### src/rtl/burst_tx_pkg.sv
package burst_tx_pkg;
    typedef enum logic [2:0] {
        ST_IDLE,
        ST_CTRL,
        ST_OFFSET,
        ST_HDR,
        ST_PAYLOAD
    } sched_state_t;

    typedef enum logic [1:0] {
        KIND_CTRL = 2'd0,
        KIND_HDR  = 2'd1,
        KIND_PAY  = 2'd2
    } word_kind_t;
endpackage

### src/rtl/bts_req_store.sv
module bts_req_store #(
    parameter int NUM_SRC = 4,
    parameter int TYPE_W  = 8,
    parameter int CNT_W   = 8,
    parameter int LEN_W   = 12
) (
    input  logic                        clk,
    input  logic                        rst_n,
    input  logic [NUM_SRC-1:0]          req_valid,
    input  logic [NUM_SRC*TYPE_W-1:0]   req_type,
    input  logic [NUM_SRC*CNT_W-1:0]    req_count,
    input  logic [NUM_SRC*LEN_W-1:0]    req_len,
    input  logic [NUM_SRC-1:0]          take,
    input  logic [$clog2(NUM_SRC)-1:0]  sel_idx,
    output logic [NUM_SRC-1:0]          pending,
    output logic [TYPE_W-1:0]           sel_type,
    output logic [CNT_W-1:0]            sel_count,
    output logic [LEN_W-1:0]            sel_len
);
    logic [NUM_SRC*TYPE_W-1:0] type_flat;
    logic [NUM_SRC*CNT_W-1:0]  count_flat;
    logic [NUM_SRC*LEN_W-1:0]  len_flat;

    for (genvar g = 0; g < NUM_SRC; g++) begin : g_slot
        logic              pend_r;
        logic [TYPE_W-1:0] type_r;
        logic [CNT_W-1:0]  count_r;
        logic [LEN_W-1:0]  len_r;

        always_ff @(posedge clk) begin
            if (!rst_n) begin
                pend_r  <= 1'b0;
                type_r  <= '0;
                count_r <= '0;
                len_r   <= '0;
            end else begin
                if (take[g]) begin
                    pend_r <= 1'b0;
                end else if (req_valid[g]) begin
                    pend_r <= 1'b1;
                end
                if (req_valid[g] && !pend_r) begin
                    type_r  <= req_type[g*TYPE_W +: TYPE_W];
                    count_r <= req_count[g*CNT_W +: CNT_W];
                    len_r   <= req_len[g*LEN_W +: LEN_W];
                end
            end
        end

        assign pending[g]                        = pend_r;
        assign type_flat[g*TYPE_W +: TYPE_W]     = type_r;
        assign count_flat[g*CNT_W +: CNT_W]      = count_r;
        assign len_flat[g*LEN_W +: LEN_W]        = len_r;
    end

    assign sel_type  = type_flat[sel_idx*TYPE_W +: TYPE_W];
    assign sel_count = count_flat[sel_idx*CNT_W +: CNT_W];
    assign sel_len   = len_flat[sel_idx*LEN_W +: LEN_W];
endmodule

### src/rtl/bts_rr_arbiter.sv
module bts_rr_arbiter #(
    parameter int NUM_SRC = 4
) (
    input  logic                        clk,
    input  logic                        rst_n,
    input  logic [NUM_SRC-1:0]          pending,
    input  logic                        advance,
    output logic [NUM_SRC-1:0]          grant,
    output logic [$clog2(NUM_SRC)-1:0]  grant_idx,
    output logic                        any
);
    localparam int IDX_W = $clog2(NUM_SRC);

    logic [IDX_W-1:0] ptr_q;

    always_comb begin
        int cand;
        grant_idx = '0;
        any       = 1'b0;
        for (int off = 0; off < NUM_SRC; off++) begin
            cand = int'(ptr_q) + off;
            if (cand >= NUM_SRC) begin
                cand = cand - NUM_SRC;
            end
            if (!any && pending[cand]) begin
                any       = 1'b1;
                grant_idx = IDX_W'(cand);
            end
        end
        grant = any ? (NUM_SRC'(1) << grant_idx) : '0;
    end

    always_ff @(posedge clk) begin
        if (!rst_n) begin
            ptr_q <= '0;
        end else if (advance && any) begin
            ptr_q <= (grant_idx == IDX_W'(NUM_SRC - 1)) ? '0 : grant_idx + 1'b1;
        end
    end
endmodule

### src/rtl/bts_offset_timer.sv
module bts_offset_timer #(
    parameter int OFS_W = 12
) (
    input  logic             clk,
    input  logic             rst_n,
    input  logic [OFS_W-1:0] cfg_offset,
    input  logic             load,
    input  logic             tick,
    output logic [OFS_W-1:0] ofs_eff,
    output logic             single,
    output logic             last
);
    logic [OFS_W-1:0] cnt_q;

    assign ofs_eff = (cfg_offset == '0) ? OFS_W'(1) : cfg_offset;
    assign single  = (ofs_eff == OFS_W'(1));
    assign last    = (cnt_q == OFS_W'(1));

    always_ff @(posedge clk) begin
        if (!rst_n) begin
            cnt_q <= '0;
        end else if (load) begin
            cnt_q <= ofs_eff - OFS_W'(1);
        end else if (tick && cnt_q != '0) begin
            cnt_q <= cnt_q - OFS_W'(1);
        end
    end
endmodule

### src/rtl/burst_tx_sched.sv
module burst_tx_sched
    import burst_tx_pkg::*;
#(
    parameter int NUM_SRC = 4,
    parameter int DATA_W  = 32,
    parameter int TYPE_W  = 8,
    parameter int CNT_W   = 8,
    parameter int LEN_W   = 12,
    parameter int OFS_W   = 12
) (
    input  logic                      clk,
    input  logic                      rst_n,
    input  logic [NUM_SRC-1:0]        req_valid,
    input  logic [NUM_SRC*TYPE_W-1:0] req_type,
    input  logic [NUM_SRC*CNT_W-1:0]  req_count,
    input  logic [NUM_SRC*LEN_W-1:0]  req_len,
    input  logic [OFS_W-1:0]          offset_cfg,
    input  logic                      port_idle,
    input  logic [NUM_SRC*DATA_W-1:0] buf_dout,
    output logic [NUM_SRC-1:0]        buf_rd,
    output logic [NUM_SRC-1:0]        ack,
    output logic                      tx_valid,
    output logic [1:0]                tx_kind,
    output logic [DATA_W-1:0]         tx_data,
    output logic                      done
);
    localparam int IDX_W = $clog2(NUM_SRC);
    localparam int CTRL_BITS = TYPE_W + LEN_W + OFS_W;
    localparam int HDR_BITS  = TYPE_W + CNT_W + LEN_W;

    sched_state_t state_q, state_d;

    logic [NUM_SRC-1:0] pending, arb_grant, take;
    logic [IDX_W-1:0]   arb_idx, owner_q;
    logic               arb_any, start;
    logic [TYPE_W-1:0]  sel_type, cur_type_q;
    logic [CNT_W-1:0]   sel_count, cur_count_q;
    logic [LEN_W-1:0]   sel_len, cur_len_q, wcnt_q;
    logic [OFS_W-1:0]   ofs_eff;
    logic               tmr_single, tmr_last;

    assign start = (state_q == ST_IDLE) && arb_any && port_idle;
    assign take  = start ? arb_grant : '0;

    bts_req_store #(
        .NUM_SRC(NUM_SRC), .TYPE_W(TYPE_W), .CNT_W(CNT_W), .LEN_W(LEN_W)
    ) store_i (
        .clk(clk), .rst_n(rst_n),
        .req_valid(req_valid), .req_type(req_type),
        .req_count(req_count), .req_len(req_len),
        .take(take), .sel_idx(arb_idx),
        .pending(pending), .sel_type(sel_type),
        .sel_count(sel_count), .sel_len(sel_len)
    );

    bts_rr_arbiter #(.NUM_SRC(NUM_SRC)) arb_i (
        .clk(clk), .rst_n(rst_n),
        .pending(pending), .advance(start),
        .grant(arb_grant), .grant_idx(arb_idx), .any(arb_any)
    );

    bts_offset_timer #(.OFS_W(OFS_W)) tmr_i (
        .clk(clk), .rst_n(rst_n),
        .cfg_offset(offset_cfg),
        .load(state_q == ST_CTRL),
        .tick(state_q == ST_OFFSET),
        .ofs_eff(ofs_eff), .single(tmr_single), .last(tmr_last)
    );

    // State register
    always_ff @(posedge clk) begin
        if (!rst_n) begin
            state_q <= ST_IDLE;
        end else begin
            state_q <= state_d;
        end
    end

    // Burst context and payload word counter
    always_ff @(posedge clk) begin
        if (!rst_n) begin
            owner_q     <= '0;
            cur_type_q  <= '0;
            cur_count_q <= '0;
            cur_len_q   <= '0;
            wcnt_q      <= '0;
        end else begin
            if (start) begin
                owner_q     <= arb_idx;
                cur_type_q  <= sel_type;
                cur_count_q <= sel_count;
                cur_len_q   <= sel_len;
            end
            if (state_q == ST_HDR) begin
                wcnt_q <= cur_len_q;
            end else if (state_q == ST_PAYLOAD) begin
                wcnt_q <= wcnt_q - LEN_W'(1);
            end
        end
    end

    // Transitions
    always_comb begin
        state_d = state_q;
        unique case (state_q)
            ST_IDLE:    if (start) state_d = ST_CTRL;
            ST_CTRL:    state_d = tmr_single ? ST_HDR : ST_OFFSET;
            ST_OFFSET:  if (tmr_last) state_d = ST_HDR;
            ST_HDR:     state_d = (cur_len_q == '0) ? ST_IDLE : ST_PAYLOAD;
            ST_PAYLOAD: if (wcnt_q == LEN_W'(1)) state_d = ST_IDLE;
            default:    state_d = ST_IDLE;
        endcase
    end

    // Outputs
    always_comb begin
        tx_valid = 1'b0;
        tx_kind  = KIND_CTRL;
        tx_data  = '0;
        buf_rd   = '0;
        ack      = '0;
        done     = 1'b0;
        unique case (state_q)
            ST_IDLE, ST_OFFSET: begin
            end
            ST_CTRL: begin
                tx_valid = 1'b1;
                tx_kind  = KIND_CTRL;
                tx_data  = DATA_W'(CTRL_BITS'({cur_type_q, cur_len_q, ofs_eff}));
            end
            ST_HDR: begin
                tx_valid = 1'b1;
                tx_kind  = KIND_HDR;
                tx_data  = DATA_W'(HDR_BITS'({cur_type_q, cur_count_q, cur_len_q}));
                ack      = NUM_SRC'(1) << owner_q;
                done     = (cur_len_q == '0);
            end
            ST_PAYLOAD: begin
                tx_valid = 1'b1;
                tx_kind  = KIND_PAY;
                tx_data  = buf_dout[owner_q*DATA_W +: DATA_W];
                buf_rd   = NUM_SRC'(1) << owner_q;
                done     = (wcnt_q == LEN_W'(1));
            end
            default: begin
            end
        endcase
    end
endmodule

### config.mk
export PLATFORM = sky130hd
export DESIGN_NAME = burst_tx_sched
export DESIGN_NICKNAME = d
export VERILOG_FILES = /design/src/rtl/burst_tx_pkg.sv /design/src/rtl/bts_req_store.sv /design/src/rtl/bts_rr_arbiter.sv /design/src/rtl/bts_offset_timer.sv /design/src/rtl/burst_tx_sched.sv
export SDC_FILE = /design/constraint.sdc
export NUM_CORES = 1
export LEC_CHECK = 0
export ABC_AREA = 1
export BUFFER_PORTS_ARGS = -buffer_cell sky130_fd_sc_hd__buf_2
export CELL_PAD_IN_SITES_DETAIL_PLACEMENT = 0
export CELL_PAD_IN_SITES_GLOBAL_PLACEMENT = 1
export CORE_MARGIN = 1.5
export CORE_UTILIZATION = 39
export CTS_CLUSTER_SIZE = 8
export DETAILED_ROUTE_END_ITERATION = 8
export PLACE_DENSITY_LB_ADDON = 0.1
export SYNTH_ARGS = -nofsm -noshare
export SYNTH_HDL_FRONTEND = slang
export SYNTH_SLANG_ARGS = --single-unit
### constraint.sdc
create_clock -name clk -period 4.4 [get_ports clk]
set_input_delay 0.44 -clock clk [delete_from_list [all_inputs] [get_ports clk]]
set_output_delay 0.44 -clock clk [all_outputs]
set_load 0.02 [all_outputs]
==> reports/results.tsv, run 1 <==
metric	value	unit
RSZ-0062 raised after global routing	false	
Fin Setup TNS	0	ns
Chip Height	163.0	um
Post-CTS Setup Bufs	0	
fillers	2679	
Final nets	2019	
placed cell count	2061	
relative slew slack	32.91	%
final hold vios	0	
Period minus WS final	3.532	ns
Comb pwr share	55.0	%
H-tree depth	4	
fin. max-slew vios	0	
Ports	303	
Final HPWL DP	28.48	mm
CTS sink cnt	175	
ratio of cells with drive above 1 in the final layout	21.67	%
P_int	0.004063	W
CTS tree	built	
most frequent cells in the layout	302 x buf_2, 266 x nand2_1, 215 x inv_1	
Clock Power Share	18.9	%
area leader, netlist	dfxtp_1	
Syn Area/Cell	6.554	sq um
max_cap viols	0	
CP Max Fanout	32	
Worst-Skew Late Latency	0.44	ns
Netlist cell types	37	
Core Region	25180	sq um
initial antenna violation count	0	
clk buf depth	2	
peak supply drop	0.3789	mV
critical path arrival	3.09	ns
die width	163.0	um
Seq pwr share	26.1	%
Synth top area share	35.10	%
Crit. End Element	output port	
GRT Total Usage	27.86	%
Net Sw Frac	50.09	%
synthesized area	9982	sq um
total grt overflow	0	
Power Total	0.008141	W
status	complete, no violations	
Post-DP Area	11560	sq um
Max Freq	283.1	MHz
sequential-to-total area share from yosys stat	35.10	%
clock slew at reported path FFs	0.07	ns
CTS hold repair buffers	0	
Psw	0.004078	W
syn_nets	1792	
WP data required	3.96	ns
Cells after Synth	1523	
post-route ant nets	0	
Lkg Pwr	5.732	nW
starting density of the core	39.64	%
final cell count without fillers	2093	
PD cells	669.4	nW/um^2
Synth Register Bits	175	
full die area	26560	sq um
DR vias	11090	
commonest non-fill, non-tap cell in the layout	buf_2	
Yosys warnings	0	
first-pass GRT wire length	56.87	mm
drt first pass iters	4	
PortBufs	302	
fin crit share	80.27	%
residual DRC count	0	
row cnt	58	
GP Congestion	0.9087	
Worst Hold Class	in2reg	
initial DRC count	817	
number of global-route vias before repair	10520	
DR vias/cell	5.297	
Resize count post-CTS	0	
Worst Setup Start Kind	register	
total CTS buffers	17	
Tightest Pin Transition	1.005	ns
post-route cell area	12160	sq um
register area	3503	sq um
DR WL/cell	18.08	um
clock skew	0.01074	ns
# setup viols final	0	
area grow syn2layout	21.84	%
Clock Tree Root	clkbuf_16	
Setup CP Type	reg2out	
largest net degree at the start of global routing	69	
multi-input logic area	5129	sq um
largest cells by area after synthesis	dfxtp_1 35%, nand2_1 10%, nand3_1 9.7%	
Antenna Cells	0	
DRT Wirelength	37.84	mm
==> final cells by class <==
class / count / area share, %
Clock buffer: 17 / 3.498
Clock inverter: 15 / 1.461
Inverter: 225 / 6.944
Multi-Input combinational cell: 1008 / 42.17
Sequential cell: 175 / 28.81
Tap cell: 330 / 3.395
Timing Repair Buffer: 323 / 13.72
==> per-layer routing <==
metal  part of all wire (%)  global-route usage [%]  vias up
met5                      0                       0        -
met4                    3.8                   12.18        0
met3                    6.3                   4.915       71
met2                     48                   48.05      408
met1                     42                   33.87     5048
li1                       -                       -     5560
==> path summary, 6_finish.rpt <==
path,start,end,slack [ns],depth (start not counted)
setup reg to reg,arb_i.ptr_q[0]$_SDFFE_PN0P_,store_i.g_slot[2].pend_r$_SDFFE_PP0P_,0.92,13
setup / recovery,owner_q[0]$_SDFFE_PN0P_,tx_data[9],0.87,6
hold / removal,req_valid[1],store_i.g_slot[1].pend_r$_SDFFE_PP0P_,0.24,3
hold reg to reg,store_i.g_slot[0].len_r[3]$_SDFFE_PN0P_,store_i.g_slot[0].len_r[3]$_SDFFE_PN0P_,0.45,2
==> Yosys cell counts (all sizes together) <==
cell type	number
clkbuf	78
o211ai	9
or2	2
nand4	75
or3	1
a41oi	1
a22oi	19
o221ai	17
a31oi	15
ha	10
nor3	13
a21oi	161
xor2	13
dfxtp	175
buf	37
o21ai	140
inv	224
a211oi	2
nor4	6
nand3	200
o21bai	1
o22ai	1
nor2	46
nand2	271
clkinv	1
nand3b	1
or3b	1
xnor2	3
==> worst max-delay path: stages, from the launching register on <==
cell     delay, ns
dfxtp_1       0.77
nand2_1       0.21
inv_1         0.77
a22oi_1       0.22
a31oi_1       0.34
or3b_2        0.19
buf_2         0.16
==> sequential cells by signal (all words and copies together), names as in the netlist <==
name,cells
owner_q,2
arb_i.ptr_q,2
cur_len_q,12
store_i.g_slot.type_r,32
store_i.g_slot.pend_r,4
wcnt_q,12
tmr_i.cnt_q,12
cur_type_q,8
store_i.g_slot.len_r,48
state_q,3
cur_count_q,8
store_i.g_slot.count_r,32
==> kinds of logic (layout without fill, tap and decap cells) <==
family / Yosys count / count (layout) / synth area share (%)
simple gates: 616 / 616 / 28.63
flops: 175 / 175 / 35.10
buf+inv: 340 / 580 / 13.61
compound gates: 366 / 366 / 20.00
xor+xnor: 16 / 16 / 1.404
fa+ha+maj: 10 / 10 / 1.253
==> metrics by stage <==
step	setup WS (ns)	util (%)	hold WS, ns
after detailed placement	1.009	45.90	0.4476
after CTS	0.8816	48.30	0.2441
after floorplan	2.311	-	0.4295
final	0.8680	48.30	0.2447
after global placement	1.054	45.90	0.4403
after global routing	0.5882	48.30	0.2720
==> power by group through the flow <==
stage               Sequential (W)  Clock, W  Combinational [W]
floorplan                  0.00208         0            0.00333
detailed placement         0.00215         0            0.00442
global route               0.00216   0.00162            0.00500
global placement           0.00215         0            0.00441
finish                     0.00212   0.00154            0.00448
CTS                        0.00212   0.00155            0.00444
(Power assumes the default switching activity.)
==> run 2, diff against run 1 <==
--- a/config.mk
+++ b/config.mk
@@ -10,7 +10,7 @@
 export CELL_PAD_IN_SITES_DETAIL_PLACEMENT = 0
 export CELL_PAD_IN_SITES_GLOBAL_PLACEMENT = 1
 export CORE_MARGIN = 1.5
-export CORE_UTILIZATION = 39
+export CORE_UTILIZATION = 36
 export CTS_CLUSTER_SIZE = 8
 export DETAILED_ROUTE_END_ITERATION = 8
 export PLACE_DENSITY_LB_ADDON = 0.1
==> constraint.sdc (replaced) <==
create_clock -name clk -period 3.65 [get_ports clk]
set_input_delay 0.365 -clock clk [delete_from_list [all_inputs] [get_ports clk]]
set_output_delay 0.365 -clock clk [all_outputs]
set_load 0.02 [all_outputs]
==> run 2 against run 1 <==
  * Power rose by 21%
  * Sequential share of layout area fell by 0.21 points
  * Worst hold slack got worse by 0.069 ns
  * Critical path depth rose by 3
  * Largest cell class unchanged
==> reports/results.tsv, run 2 (synthesis gave the netlist of run 1 again) <==
metric	value	unit	change
total grt overflow	0		unchanged
DR vias/cell	5.216		-1.5%
fillers	2975		+11%
largest net degree at the start of global routing	127		+84%
Fin Setup TNS	0	ns	unchanged
GRT Total Usage	26.37	%	-1.5 points
WP data required	3.28	ns	-0.68 ns
Period minus WS final	3.103	ns	
starting density of the core	36.83	%	-2.8 points
CTS tree	built		
commonest non-fill, non-tap cell in the layout	buf_2		
residual DRC count	0		unchanged
initial DRC count	809		-0.98%
DRT Wirelength	39.12	mm	+3.4%
hold slack	0.1752	ns	-0.06947 ns
relative slew slack	39.98	%	+7.1 points
peak supply drop	0.4165	mV	+9.9%
# setup viols final	0		unchanged
number of global-route vias before repair	10210		-3.0%
final hold vios	0		unchanged
Core Region	27100	sq um	+7.6%
Reg2Reg Setup Slack	1.03	ns	+0.11 ns
CTS hold repair buffers	0		unchanged
Worst-Skew Late Latency	0.44	ns	about the same
Resize count post-CTS	0		unchanged
clock skew	0.01319	ns	+0.002450 ns
Chip Height	169.5	um	+4.0%
Post-CTS Setup Bufs	0		unchanged
Clock Tree Root	clkbuf_16		
Worst Hold Class	in2reg		
full die area	28740	sq um	+8.2%
clk buf depth	2		unchanged
Final nets	2021		+0.099%
area grow syn2layout	22.74	%	
Antenna Cells	0		unchanged
CP Max Fanout	35		+9.4%
Ports	303		unchanged
max_cap viols	0		unchanged
DR WL/cell	18.31	um	+1.3%
Final Worst Setup Slack	0.5465	ns	-0.3215 ns
PD cells	804.5	nW/um^2	+20%
ratio of cells with drive above 1 in the final layout	21.76	%	+0.089 points
GP Congestion	0.9033		-0.59%
Worst Setup Start Kind	register		
fin. max-slew vios	0		unchanged
RSZ-0062 raised after global routing	false		
multi-input logic area	5129	sq um	unchanged
Tightest Pin Transition	0.8981	ns	-0.1072 ns
Placement Setup Slack	1.048	ns	+0.03913 ns
biggest regs	store_i.g_slot.len_r x48, store_i.g_slot.count_r x32, store_i.g_slot.type_r x32		
Post-DP Area	11660	sq um	+0.91%
Setup CP Type	reg2out		
H-tree depth	4		unchanged
register area	3503	sq um	unchanged
Reg-to-Reg Start	arb_i.ptr_q[0]$_SDFFE_PN0P_		
Reg with most FFs	store_i.g_slot.len_r		
DR vias	11150		+0.53%
initial antenna violation count	0		unchanged
PortBufs	302		unchanged
post-route ant nets	0		unchanged
total CTS buffers	17		unchanged
Final HPWL DP	29.83	mm	+4.7%
Crit. End Element	output port		
status	complete, no violations		
row cnt	60		+3.4%
fin crit share	85.03	%	
Max Freq	322.2	MHz	
worst hold start	req_valid[0]		
most frequent cells in the layout	302 x buf_2, 266 x nand2_1, 215 x inv_1		
first-pass GRT wire length	58.28	mm	+2.5%
drt first pass iters	5		+1
Lkg Pwr	5.750	nW	+0.32%
crit path from	owner_q[0]$_SDFFE_PN0P_		
max FFs per register	48		unchanged
CTS sink cnt	175		unchanged
clock slew at reported path FFs	0.08	ns	about the same
die width	169.5	um	+4.0%
critical path arrival	2.74	ns	-0.35 ns
post-route cell area	12250	sq um	+0.74%
run 2: changes by cell type in the layout (fill, tap and decap cells not counted):
cell,delta
clkinv_8,-2
buf_4,-1
clkinv_4,+1
buf_12,+3
inv_6,+1
run 2: metrics by stage:
| step | utilization [%] | cells | total power (W) |
|---|---|---|---|
| 2_1_floorplan | - | 1523 | 0.006524 |
| 3_3_place_gp | 43.04 | 2105 | 0.008015 |
| 3_5_place_dp | 43.04 | 2105 | 0.008019 |
| 4_1_cts | 45.21 | 2137 | 0.009869 |
| 5_1_grt | 45.21 | 2137 | 0.01063 |
| 6_report | 45.21 | 2137 | 0.009857 |
run 2: worst max-delay path, stage by stage (launching register included):
cell and delay [ns]:
dfxtp_1 0.33, buf_4 0.36, nand2_1 0.17, inv_1 0.46, buf_4 0.31, nand2_1 0.07, nand4_1 0.14, nand2_1 0.08
o211ai_1 0.15, buf_2 0.22
run 2: path summary, 6_finish.rpt:
kind,end,cells after the start
max reg2reg,cur_count_q[1]$_SDFFE_PN0P_,12
max,tx_data[3],9
min,store_i.g_slot[0].pend_r$_SDFFE_PP0P_,3
min reg2reg,store_i.g_slot[1].count_r[2]$_SDFFE_PN0P_,2
run 2: metal layers:
| metal | vias up | wire length, um | GRT usage (%) |
|---|---|---|---|
| met5 | - | 0 | 0 |
| met4 | 0 | 1091 | 8.965 |
| met3 | 55 | 2226 | 3.708 |
| met2 | 409 | 18830 | 45.98 |
| met1 | 5118 | 16970 | 33.28 |
| li1 | 5564 | - | - |
run 2: area by class of cell:
class | count | share of cell area (%)
clock buffer | 17 | 3.472
tap | 372 | 3.799
timing repair buffer | 325 | 14.05
inverter | 225 | 6.893
clock inverter | 15 | 1.328
sequential | 175 | 28.59
multi-input combinational | 1008 | 41.86
run 2: power breakdown:
part	switching [W]	internal, W	leakage, nW
Clock	0.000920	0.000924	0.286
Sequential	0.000235	0.00231	1.45
Combinational	0.00378	0.00169	4.02
Total	0.00493	0.00493	5.75
